==> config.mk <==
export PLATFORM = sky130hd
export DESIGN_NAME = burst_wait_seq
export DESIGN_NICKNAME = d
export VERILOG_FILES = /design/src/rtl/bsq_pkg.sv /design/src/rtl/bsq_latency_dec.sv /design/src/rtl/bsq_wait_calc.sv /design/src/rtl/bsq_word_source.sv /design/src/rtl/burst_wait_seq.sv
export SDC_FILE = /design/constraint.sdc
export NUM_CORES = 1
export LEC_CHECK = 0
export ABC_AREA = 0
export BUFFER_PORTS_ARGS = -buffer_cell sky130_fd_sc_hd__buf_2
export CAP_MARGIN = 30
export CORE_MARGIN = 2
export CORE_UTILIZATION = 55
export CTS_BUF_LIST = sky130_fd_sc_hd__clkbuf_16
export CTS_CLUSTER_SIZE = 28
export DETAILED_ROUTE_END_ITERATION = 8
export GPL_ROUTABILITY_DRIVEN = 0
export PLACE_DENSITY_LB_ADDON = 0.25
export REMOVE_ABC_BUFFERS = 1
export SETUP_SLACK_MARGIN = 0.3
export SLEW_MARGIN = 5
export SYNTH_ARGS = -nofsm -noshare
export SYNTH_HDL_FRONTEND = slang
export SYNTH_SLANG_ARGS = --single-unit
==> constraint.sdc <==
create_clock -name clk -period 6.6 [get_ports clk]
set_input_delay 1.32 -clock clk [delete_from_list [all_inputs] [get_ports clk]]
set_output_delay 1.32 -clock clk [all_outputs]
set_load 0.05 [all_outputs]
==> src/rtl/bsq_pkg.sv <==
// Package: shared types for the burst wait-state sequencer.
// Assumes nothing beyond standard SystemVerilog.
package bsq_pkg;

    // Sequencer phase: idle, counting low cycles, or presenting a word
    typedef enum logic [1:0] {
        PH_IDLE = 2'd0,
        PH_HOLD = 2'd1,
        PH_BEAT = 2'd2
    } phase_t;

endpackage

==> src/rtl/bsq_latency_dec.sv <==
// Module: bsq_latency_dec
// Turns the latency selector into a cycle count. Selector values past the
// last step saturate at the longest latency.
// Assumes CNT_W can hold LAT_MIN + LAT_STEPS - 1.
module bsq_latency_dec #(
    parameter int LAT_MIN   = 5,
    parameter int LAT_STEPS = 3,
    parameter int SEL_W     = 2,
    parameter int CNT_W     = 3
) (
    input  logic [SEL_W-1:0] sel,
    output logic [CNT_W-1:0] cycles
);
    localparam int LAT_MAX = LAT_MIN + LAT_STEPS - 1;

    // Purpose: map selector to cycles with saturation at the top step
    always_comb begin
        if (int'(sel) >= LAT_STEPS - 1)
            cycles = CNT_W'(LAT_MAX);
        else
            cycles = CNT_W'(LAT_MIN + int'(sel));
    end
endmodule

==> src/rtl/bsq_wait_calc.sv <==
// Module: bsq_wait_calc
// Number of low cycles to insert after the word at addr before the next one.
// Alignment waits apply only at the end of the starting group; the region
// wait applies at every region edge when the fast option is latched.
// Assumes CNT_W can hold 2**GROUP_W.
module bsq_wait_calc #(
    parameter int ADDR_W   = 24,
    parameter int GROUP_W  = 2,
    parameter int REGION_W = 7,
    parameter int CNT_W    = 3
) (
    input  logic [ADDR_W-1:0]  addr,
    input  logic               first_grp,
    input  logic [GROUP_W-1:0] offset,
    input  logic               hf,
    output logic [CNT_W-1:0]   waits,
    output logic               group_end
);
    logic region_end;
    logic [CNT_W-1:0] align_w;
    logic [CNT_W-1:0] region_w;

    // Purpose: detect last word of a group and of a region
    always_comb begin
        group_end  = &addr[GROUP_W-1:0];
        region_end = &addr[REGION_W-1:0];
    end

    // Purpose: sum alignment and region waits for this step
    always_comb begin
        align_w  = (first_grp && group_end) ? CNT_W'(offset) : '0;
        region_w = (hf && region_end) ? CNT_W'(1) : '0;
        waits    = align_w + region_w;
    end
endmodule

==> src/rtl/bsq_word_source.sv <==
// Module: bsq_word_source
// Stand-in storage: the word at an address is its low bits XOR a key.
// Output is forced to zero when no word is being presented.
// Assumes ADDR_W >= DATA_W.
module bsq_word_source #(
    parameter int                ADDR_W = 24,
    parameter int                DATA_W = 16,
    parameter logic [DATA_W-1:0] KEY    = 16'hA5C3
) (
    input  logic [ADDR_W-1:0] addr,
    input  logic              valid,
    output logic [DATA_W-1:0] data
);
    // Purpose: compute the word and gate it with valid
    always_comb begin
        data = valid ? (addr[DATA_W-1:0] ^ KEY) : '0;
    end
endmodule

==> src/rtl/burst_wait_seq.sv <==
// Module: burst_wait_seq (top)
// Burst read sequencer. Accepts a request, holds rdy low for the programmed
// first-access latency, then steps the address upward one word per cycle,
// inserting alignment and region-crossing waits. Request settings are
// latched at the request edge. chip_en low parks the block.
// Assumes a synchronous active-low reset and a single clock.
module burst_wait_seq #(
    parameter int                ADDR_W    = 24,
    parameter int                DATA_W    = 16,
    parameter int                GROUP_W   = 2,
    parameter int                REGION_W  = 7,
    parameter int                LAT_MIN   = 5,
    parameter int                LAT_STEPS = 3,
    parameter int                SEL_W     = 2,
    parameter logic [DATA_W-1:0] KEY       = 16'hA5C3
) (
    input  logic              clk,
    input  logic              rst_n,
    input  logic              chip_en,
    input  logic              burst_req,
    input  logic [ADDR_W-1:0] start_addr,
    input  logic [SEL_W-1:0]  lat_sel,
    input  logic              hf_mode,
    output logic              rdy,
    output logic [ADDR_W-1:0] word_addr,
    output logic [DATA_W-1:0] rd_data
);
    import bsq_pkg::*;

    localparam int LAT_MAX  = LAT_MIN + LAT_STEPS - 1;
    localparam int WAIT_MAX = (1 << GROUP_W);
    localparam int CNT_TOP  = (LAT_MAX > WAIT_MAX) ? LAT_MAX : WAIT_MAX;
    localparam int CNT_W    = $clog2(CNT_TOP + 1);

    phase_t             phase;
    logic [CNT_W-1:0]   gap;
    logic [ADDR_W-1:0]  cur_addr;
    logic               first_grp;
    logic [GROUP_W-1:0] off_q;
    logic               hf_q;

    logic [CNT_W-1:0]   lat_cycles;
    logic [CNT_W-1:0]   step_waits;
    logic               at_group_end;

    bsq_latency_dec #(
        .LAT_MIN   (LAT_MIN),
        .LAT_STEPS (LAT_STEPS),
        .SEL_W     (SEL_W),
        .CNT_W     (CNT_W)
    ) u_lat (
        .sel    (lat_sel),
        .cycles (lat_cycles)
    );

    bsq_wait_calc #(
        .ADDR_W   (ADDR_W),
        .GROUP_W  (GROUP_W),
        .REGION_W (REGION_W),
        .CNT_W    (CNT_W)
    ) u_wait (
        .addr      (cur_addr),
        .first_grp (first_grp),
        .offset    (off_q),
        .hf        (hf_q),
        .waits     (step_waits),
        .group_end (at_group_end)
    );

    // Purpose: phase, counter and address sequencing
    always_ff @(posedge clk) begin
        if (!rst_n) begin
            phase     <= PH_IDLE;
            gap       <= '0;
            cur_addr  <= '0;
            first_grp <= 1'b0;
            off_q     <= '0;
            hf_q      <= 1'b0;
        end else if (!chip_en) begin
            phase <= PH_IDLE;
        end else if (burst_req) begin
            phase     <= PH_HOLD;
            gap       <= lat_cycles - CNT_W'(1);
            cur_addr  <= start_addr;
            first_grp <= 1'b1;
            off_q     <= start_addr[GROUP_W-1:0];
            hf_q      <= hf_mode;
        end else begin
            case (phase)
                PH_HOLD: begin
                    if (gap == '0)
                        phase <= PH_BEAT;
                    else
                        gap <= gap - CNT_W'(1);
                end
                PH_BEAT: begin
                    cur_addr <= cur_addr + ADDR_W'(1);
                    if (at_group_end)
                        first_grp <= 1'b0;
                    if (step_waits != '0) begin
                        phase <= PH_HOLD;
                        gap   <= step_waits - CNT_W'(1);
                    end
                end
                default: phase <= PH_IDLE;
            endcase
        end
    end

    // Purpose: drive strobe and address from state
    always_comb begin
        rdy       = (phase == PH_BEAT);
        word_addr = cur_addr;
    end

    bsq_word_source #(
        .ADDR_W (ADDR_W),
        .DATA_W (DATA_W),
        .KEY    (KEY)
    ) u_src (
        .addr  (cur_addr),
        .valid (rdy),
        .data  (rd_data)
    );
endmodule

---- After elaboration in Yosys (flattened, before gate mapping) ----
Cells that the tools add are included.
storage, ports and cells
  bits in registers ....................... 33
  logic and storage cells ................. 58
  input port bits ......................... 31
operators by class
  equality and inequality tests ........... 7
  multiplexer cells ....................... 17
  add/sub/neg operators ................... 6
  bitwise logic cells ..................... 3
  $lt $le $gt $ge ......................... 1
  reduce and logical (&&, ||, !) cells .... 17
operators by type and width
  cell                                               count
  2-to-1 mux 24 bit                                  2
  adder 24 x 1 -> 24 bit (second input constant)     1
  2-to-1 mux 16 bit                                  1
  2-to-1 mux 3 bit                                   4
  AND reduction 2 bit                                6
  inequality test 3 bit (second input constant)      3
  subtractor 3 x 1 -> 3 bit (second input constant)  3
  NOT 8 bit                                          1
  AND reduction 7 bit                                1
  2-to-1 mux 2 bit                                   3
  one-hot mux 3 bit (2 select lines)                 1
  nonzero test 3 bit                                 2
  2-to-1 mux 1 bit                                   5
  inequality test 2 bit (second input constant)      2
  one-hot mux 2 bit (2 select lines)                 1
  AND reduction 4 bit                                1
  nonzero test 2 bit                                 2
  adder 3 x 2 -> 3 bit (first input constant)        1
  adder 3 bit                                        1
  logical NOT 3 bit                                  1
  AND reduction 3 bit                                1
  OR reduction 3 bit                                 1
  == test 2 x 1 -> 1 bit (second input constant)     1
  == test 2 bit (second input constant)              1
  3 further kinds                                    5

---- Longest topological paths before layout ----
Gate-level depths: netlist (run 1).
  word-level depth ........................ 8
  gate-level depth with buffers ........... 12
  mapped depth without buffers ............ 11

---- By module ----
From an unflattened synthesis (run 1), not the netlist that was laid out.
second synthesis, totals
  cells, all modules ...................... 279
  area, all modules ....................... 2,174.6 um^2
by module, submodules not included
  module           seq. area each (um^2)  cells an instance  area an instance (um^2)  times used
  burst_wait_seq   660.6                  250                1,978.1                  1
  bsq_word_source  0.0                    17                 110.1                    1
  bsq_wait_calc    0.0                    8                  62.6                     1
  bsq_latency_dec  0.0                    4                  23.8                     1

---- Least setup slack after synthesis (run 1) ----
Ideal clock, no wire load.
  path kind ............................... reg2out
  start point ............................. register phase[0]
  end point ............................... output port rd_data[11]
  cell stages (with the launch flop) ...... 6
  required time ........................... 5.280 ns
  data arrival time ....................... 1.801 ns
  slack ................................... 3.479 ns
  cell sequence ........................... dfxtp_1 -> nand2b_1 -> buf_2 -> inv_2 -> clkbuf_1 -> and2_1
on the way
  longest elaborated chain between the ends .. 2
RTL lines
  element                   RTL line               RTL
  start: declaration        burst_wait_seq.sv:35   phase_t phase;
  start signal: assignment  burst_wait_seq.sv:73   phase <= PH_IDLE;
  start signal: assignment  burst_wait_seq.sv:80   phase <= PH_IDLE;
  start signal: assignment  burst_wait_seq.sv:82   phase <= PH_HOLD;
  == test 2 bit             burst_wait_seq.sv:112  rdy = (phase == PH_BEAT);
  via rdy                   burst_wait_seq.sv:24   output logic rdy,
  2-to-1 mux 16 bit         bsq_word_source.sv:16  data = valid ? (addr[DATA_W-1:0] ^ KEY) : '0;
  end: declaration          burst_wait_seq.sv:26   output logic [DATA_W-1:0] rd_data
The timed path passes the listed nets, and every way through them passes these cells.

---- Worst setup path in the final report (run 1) ----
  start point ............................. register phase[0]
  end point ............................... output port rd_data[2]
on the way
  longest elaborated chain between the ends .. 2
RTL lines
  element            RTL line
  == test 2 bit      burst_wait_seq.sv:112
  2-to-1 mux 16 bit  bsq_word_source.sv:16
Every way passes these cells.

==> results.txt, run 1 <==
status: finished, final reports clean
number of max-cap violations: 0
Clock Tree Buf Depth: 2
Final setup violation count: 0
fmax: 290.5 MHz
CTS Root Cell: clkbuf_16
CTS tree: done
critical path endpoint category: output port
Rel. slew slack: 0.3847
hold crit path type: flip-flop to flip-flop
fin. max-slew vios: 0
placement-stage cell area: 2675 sq um
Synth cell types: 64
Clk pin slew, worst setup/hold paths: 0.05 ns
CP Cell Sequence: nand2b_1 -> inv_2 -> and2_2 -> buf_2
synth top area cells: dfxtp_1, nand2_1, nor2_1, and3_1, nand4_1
Worst-Skew Late Latency: 0.28 ns
CTS H-tree depth: 2
Slew @ Worst Pin: 0.9229 ns
register area share after synthesis: 0.2780
DIE WIDTH: 69.73 um
vias post-DR: 2,706
IO Count: 72
Post-DRT Antenna Nets: 0
fraction of layout cells with a size suffix above 1: 0.2548
Core Footprint: 4086 sq um
Post-synth EDFFs: 0
post-CTS resize count: 0
crit path kind: flip-flop to output port
largest net degree at the start of global routing: 54
initial antenna violation count: 0
DR vias/cell: 6.520
GRT overflow: 0
synth cell count leaders: dfxtp_1, nand2_1, nor2_1
worst path required time: 5.28 ns
Final Instance Count excl. Fillers: 415
RSZ-0062 raised after global routing: no
most common cell in the netlist: dfxtp_1
Synth top area share: 0.2780
die height: 69.73 um
critical path peak fanout: 17
Ys Warns: 0
Placed Cells: 407
Initial Util: 0.5814
Final #Nets: 399
Num Clock Sinks: 33
Arrival @ worst endpoint: 2.12 ns
global-route wire length before repair: 11.32 mm
CTS hold repair buffers: 0
pwr dens: 220.1 nW/um^2
Period minus WS final: 3.442 ns
Syn-to-layout area delta: 19.43%
Synth Instances: 313
fin crit share: 0.5216
Startpoint Class: flip-flop
Worst path slowest cell: nand2b_1
Post-Route Skew: 0.008308 ns
Remaining DRCs: 0
Lkg Pwr: 0.001286 uW
drt total wl: 6.942 mm
std cell rows: 23
post-route cell area: 2838 sq um
Hold Vio Cnt, Final: 0
Die Area: 4862 sq um
number of synthesized register bits: 33
final core occ: 0.6944
# diodes: 0
Post-Syn Area per Cell: 7.591 sq um
hold depth: 2
max incr delay on CP: 0.67 ns
GRT Total Usage: 0.2792
drt pass-1 iters: 5
DR WL/cell: 16.73 um
1st-iter DRT viols: 313
area of the mapped netlist: 2376 sq um
post-CTS setup buffers: 0
DP HPWL: 4.653 mm
CTS Buf Count: 5
maximum vdd drop: 0.1265 mV
reg2reg path depth: 9
Hold Slack: 0.4483 ns
Setup TNS: 0 ns
number of global-route vias before repair: 2,394
Synth Flop Type: dfxtp_1
area leader, netlist: dfxtp_1
async set-reset flop share out of synthesis: 0
Buffers on Ports: 71
-- layer usage --
layer | GRT usage | vias up | share of wire | wire length [um]
li1 | - | 1291 | - | -
met5 | 0 | - | 0 | 0
met4 | 0.08974 | 0 | 0.011 | 78
met1 | 0.3804 | 1268 | 0.43 | 3002
met2 | 0.4423 | 134 | 0.47 | 3240
met3 | 0.05814 | 13 | 0.089 | 621
-- placed cells by master, fill, tap and decap left out, types with 3 or more instances in the layout --
| cell type | instances |
|---|---|
| a211oi_1 | 5 |
| a21o_1 | 5 |
| a21oi_1 | 16 |
| a22o_1 | 4 |
| a22oi_1 | 6 |
| a311o_1 | 3 |
| a311oi_1 | 3 |
| a31oi_1 | 8 |
| and2_1 | 9 |
| and3_1 | 13 |
| buf_2 | 71 |
| clkbuf_16 | 5 |
| dfxtp_1 | 33 |
| ha_1 | 4 |
| inv_1 | 10 |
| mux2_2 | 3 |
| nand2_1 | 29 |
| nand2b_1 | 5 |
| nand3_1 | 12 |
| nand3b_1 | 3 |
| nand4_1 | 13 |
| nor2_1 | 27 |
| nor3_1 | 5 |
| nor4_1 | 4 |
| o211ai_1 | 4 |
| o21a_1 | 3 |
| o21ai_0 | 6 |
| o221ai_1 | 3 |
| o22ai_1 | 4 |
| o41ai_1 | 3 |
| or3_1 | 4 |
-- registers in the layout (all words and copies together), names as in the netlist --
| register | cells |
|---|---|
| hf_q | 1 |
| word_addr | 24 |
| first_grp | 1 |
| gap | 3 |
| phase | 2 |
| off_q | 2 |
-- per-stage QoR --
| stage | total power (uW) | setup slack (ns) |
|---|---|---|
| 2_1_floorplan | 321.3 | 3.554 |
| 3_3_place_gp | 362.4 | 3.185 |
| 3_5_place_dp | 364.7 | 3.145 |
| 4_1_cts | 624.4 | 3.176 |
| 5_1_grt | 646.4 | 3.049 |
| 6_report | 624.7 | 3.158 |
-- critical path: cells and delay by family (launching register included) --
| family | cells | cell delay, ns |
|---|---|---|
| simple gates | 2 | 0.96 |
| flops | 1 | 0.35 |
| buf+inv | 2 | 0.53 |
-- where the power goes --
group,switching [uW],internal [uW]
Sequential,23.6,214
Combinational,85.3,40.1
Clock,86.6,175
-- worst paths after layout --
| check | start | end | slack (ns) |
|---|---|---|---|
| worst min-delay path | off_q[0] | off_q[0] | 0.45 |
| worst max-delay path | phase[0] | rd_data[2] | 3.16 |
| worst min register to register | off_q[0] | off_q[0] | 0.45 |
| worst max register to register | word_addr[0] | gap[2] | 3.57 |
-- kinds of logic (layout without fill, tap and decap cells) --
family	after synthesis	count (layout)	share of synthesized area
simple gates	143	143	0.3339
compound gates	89	89	0.2717
buf+inv	38	90	0.06898
flops	33	33	0.2780
mux	5	5	0.02264
fa+ha+maj	4	4	0.02106
xor+xnor	1	1	0.003687
-- layout make-up --
class,instances,area [sq um]
Clock buffer,5,125.1
Clock inverter,3,37.54
Fill cell,384,1249
Inverter,10,37.54
Multi-Input combinational cell,242,1551
Sequential cell,33,660.6
Tap cell,50,62.56
Timing Repair Buffer,72,362.8
Note: power is estimated with default switching activity, not from simulation.
==> inputs of run 2 (changes only) <==
--- a/config.mk
+++ b/config.mk
@@ -9,7 +9,7 @@
 export BUFFER_PORTS_ARGS = -buffer_cell sky130_fd_sc_hd__buf_2
 export CAP_MARGIN = 30
 export CORE_MARGIN = 2
-export CORE_UTILIZATION = 55
+export CORE_UTILIZATION = 52
 export CTS_BUF_LIST = sky130_fd_sc_hd__clkbuf_16
 export CTS_CLUSTER_SIZE = 28
 export DETAILED_ROUTE_END_ITERATION = 8
==> constraint.sdc (replaced) <==
create_clock -name clk -period 3.2 [get_ports clk]
set_input_delay 0.64 -clock clk [delete_from_list [all_inputs] [get_ports clk]]
set_output_delay 0.64 -clock clk [all_outputs]
set_load 0.05 [all_outputs]
==> results.txt, run 2 (synthesis gave the netlist of run 1 again) <==
global-route wire length before repair: 11.64 mm (+2.8%)
Arrival @ worst endpoint: 2.94 ns (+0.82 ns)
number of global-route vias before repair: 2,418 (+1.0%)
Post-DRT Antenna Nets: 0 (unchanged)
die height: 71.60 um (+2.7%)
crit path kind: flip-flop to flip-flop
CTS Root Cell: clkbuf_16
max incr delay on CP: 0.45 ns (-0.22 ns)
CP top delay family: simple AND/OR/NAND/NOR gates
critical path endpoint category: flip-flop
final core occ: 0.6515 (-0.04289)
Setup TNS: 0 ns (unchanged)
Initial Util: 0.5420 (-0.03949)
maximum vdd drop: 0.2804 mV (+120%)
dpl ws: 0.3190 ns (-2.826 ns)
Buffers on Ports: 71 (unchanged)
Final #Nets: 404 (+1.3%)
Slew @ Worst Pin: 0.8077 ns (-0.1152 ns)
1st-iter DRT viols: 227 (-27%)
Die Area: 5126 sq um (+5.4%)
initial antenna violation count: 0 (unchanged)
Startpoint Class: flip-flop
IO Count: 72 (unchanged)
commonest non-fill, non-tap cell in the layout: buf_2
Placed Cells: 414 (+1.7%)
Final setup violation count: 0 (unchanged)
Core Footprint: 4384 sq um (+7.3%)
GRT overflow: 0 (unchanged)
Clk pin slew, worst setup/hold paths: 0.05 ns (about the same)
fmax: 360.7 MHz
GRT Total Usage: 0.2874 (+0.008209)
Final Instance Count excl. Fillers: 421 (+1.4%)
register share of total power: 0.405 (+0.025)
number of max-cap violations: 0 (unchanged)
worst path required time: 3.37 ns (-1.91 ns)
# diodes: 0 (unchanged)
drt pass-1 iters: 5 (unchanged)
Worst-Skew Late Latency: 0.28 ns (about the same)
Num Clock Sinks: 33 (unchanged)
Sw Share: 0.3333 (+0.02043)
Hold Vio Cnt, Final: 0 (unchanged)
critical path peak fanout: 10 (-7)
largest net degree at the start of global routing: 26 (-52%)
total chip power: 1209 uW (+93%)
DR WL/cell: 17.08 um (+2.1%)
post-CTS setup buffers: 0 (unchanged)
net load switching power: 402.9 uW (+110%)
drt total wl: 7.189 mm (+3.6%)
vias post-DR: 2,649 (-2.1%)
CTS tree: done
fraction of layout cells with a size suffix above 1: 0.2710 (+0.01621)
Final WS setup: 0.4273 ns (-2.730 ns)
Worst Path Buf+Inv: 0 (-2)
Clock Tree Buf Depth: 2 (unchanged)
RSZ-0062 raised after global routing: no
Rel. slew slack: 0.4609 (+0.07617)
hold crit path type: flip-flop to flip-flop
Syn-to-layout area delta: 20.22%
most frequent cells in the layout: buf_2, dfxtp_1, nand2_1
CTS Buf Count: 5 (unchanged)
Worst path slowest cell: a221o_1
Period minus WS final: 2.773 ns
Comb power frac: 0.219 (+0.018)
status: finished, final reports clean
Lkg Pwr: 0.001292 uW (+0.48%)
max reg flops: 24 (unchanged)
Post-Route Skew: 0.004695 ns (-0.003613 ns)
pwr dens: 423.1 nW/um^2 (+92%)
Remaining DRCs: 0 (unchanged)
fin crit share: 0.8665
DP HPWL: 4.938 mm (+6.1%)
CP Cell Sequence: ha_2 -> and3_4 -> and3_1 -> ha_1 -> ha_1 -> or3_1 -> a221o_1 -> and3_1 -> a21o_1
fin. max-slew vios: 0 (unchanged)
Pint: 805.8 uW (+88%)
clock network fraction of design power: 0.376 (-0.043)
DIE WIDTH: 71.60 um (+2.7%)
std cell rows: 24 (+4.3%)
DR vias/cell: 6.292 (-3.5%)
CTS H-tree depth: 2 (unchanged)
-- run 2: worst min-delay path: stages (launching register included) --
cell	delay (ns)
dfxtp_1	0.31
nand2_1	0.05
a21oi_1	0.05
-- run 2: stage by stage --
| stage | cell area [sq um] | hold WS [ns] |
|---|---|---|
| after floorplan | 2250 | 0.4319 |
| after global placement | 2715 | 0.4484 |
| after detailed placement | 2715 | 0.4486 |
| after CTS | 2848 | 0.4553 |
| after global routing | 2856 | 0.4783 |
| final | 2856 | 0.4556 |
-- run 2: layout make-up --
| cell class | count | area [sq um] |
|---|---|---|
| multi-input combinational | 242 | 1558 |
| inverter | 10 | 37.54 |
| tap | 52 | 65.06 |
| sequential | 33 | 663.1 |
| timing repair buffer | 77 | 400.4 |
| clock buffer | 5 | 125.1 |
| clock inverter | 2 | 7.507 |
| fill | 394 | 1528 |
-- run 2: final timing paths --
check | depth (start not counted) | startpoint | endpoint | slack, ns
worst max-delay path | 9 | word_addr[0] | gap[2] | 0.43
worst min-delay path | 2 | off_q[1] | off_q[1] | 0.46
worst max register to register | 9 | word_addr[0] | gap[2] | 0.43
worst min register to register | 2 | off_q[1] | off_q[1] | 0.46
-- run 2: power groups by stage --
| stage | logic [uW] | registers, uW | clock network, uW |
|---|---|---|---|
| after global routing | 283 | 495 | 472 |
| after floorplan | 97.5 | 565 | 0 |
| after detailed placement | 262 | 495 | 0 |
| after global placement | 260 | 494 | 0 |
| after CTS | 264 | 487 | 453 |
| final | 264 | 489 | 455 |
-- run 2: repair_timing --
action,4_1_cts,5_1_grt
pin swaps,1,1
setup endpoints to repair,1,2
gates resized for setup,0,4
hold buffers,0,0
-- run 2: per-layer routing --
metal,GRT usage,vias up,part of all wire
met1,0.3793,1212,0.44
li1,-,1290,-
met3,0.04641,17,0.086
met5,0,-,0
met4,0.1384,0,0.024
met2,0.4578,130,0.45
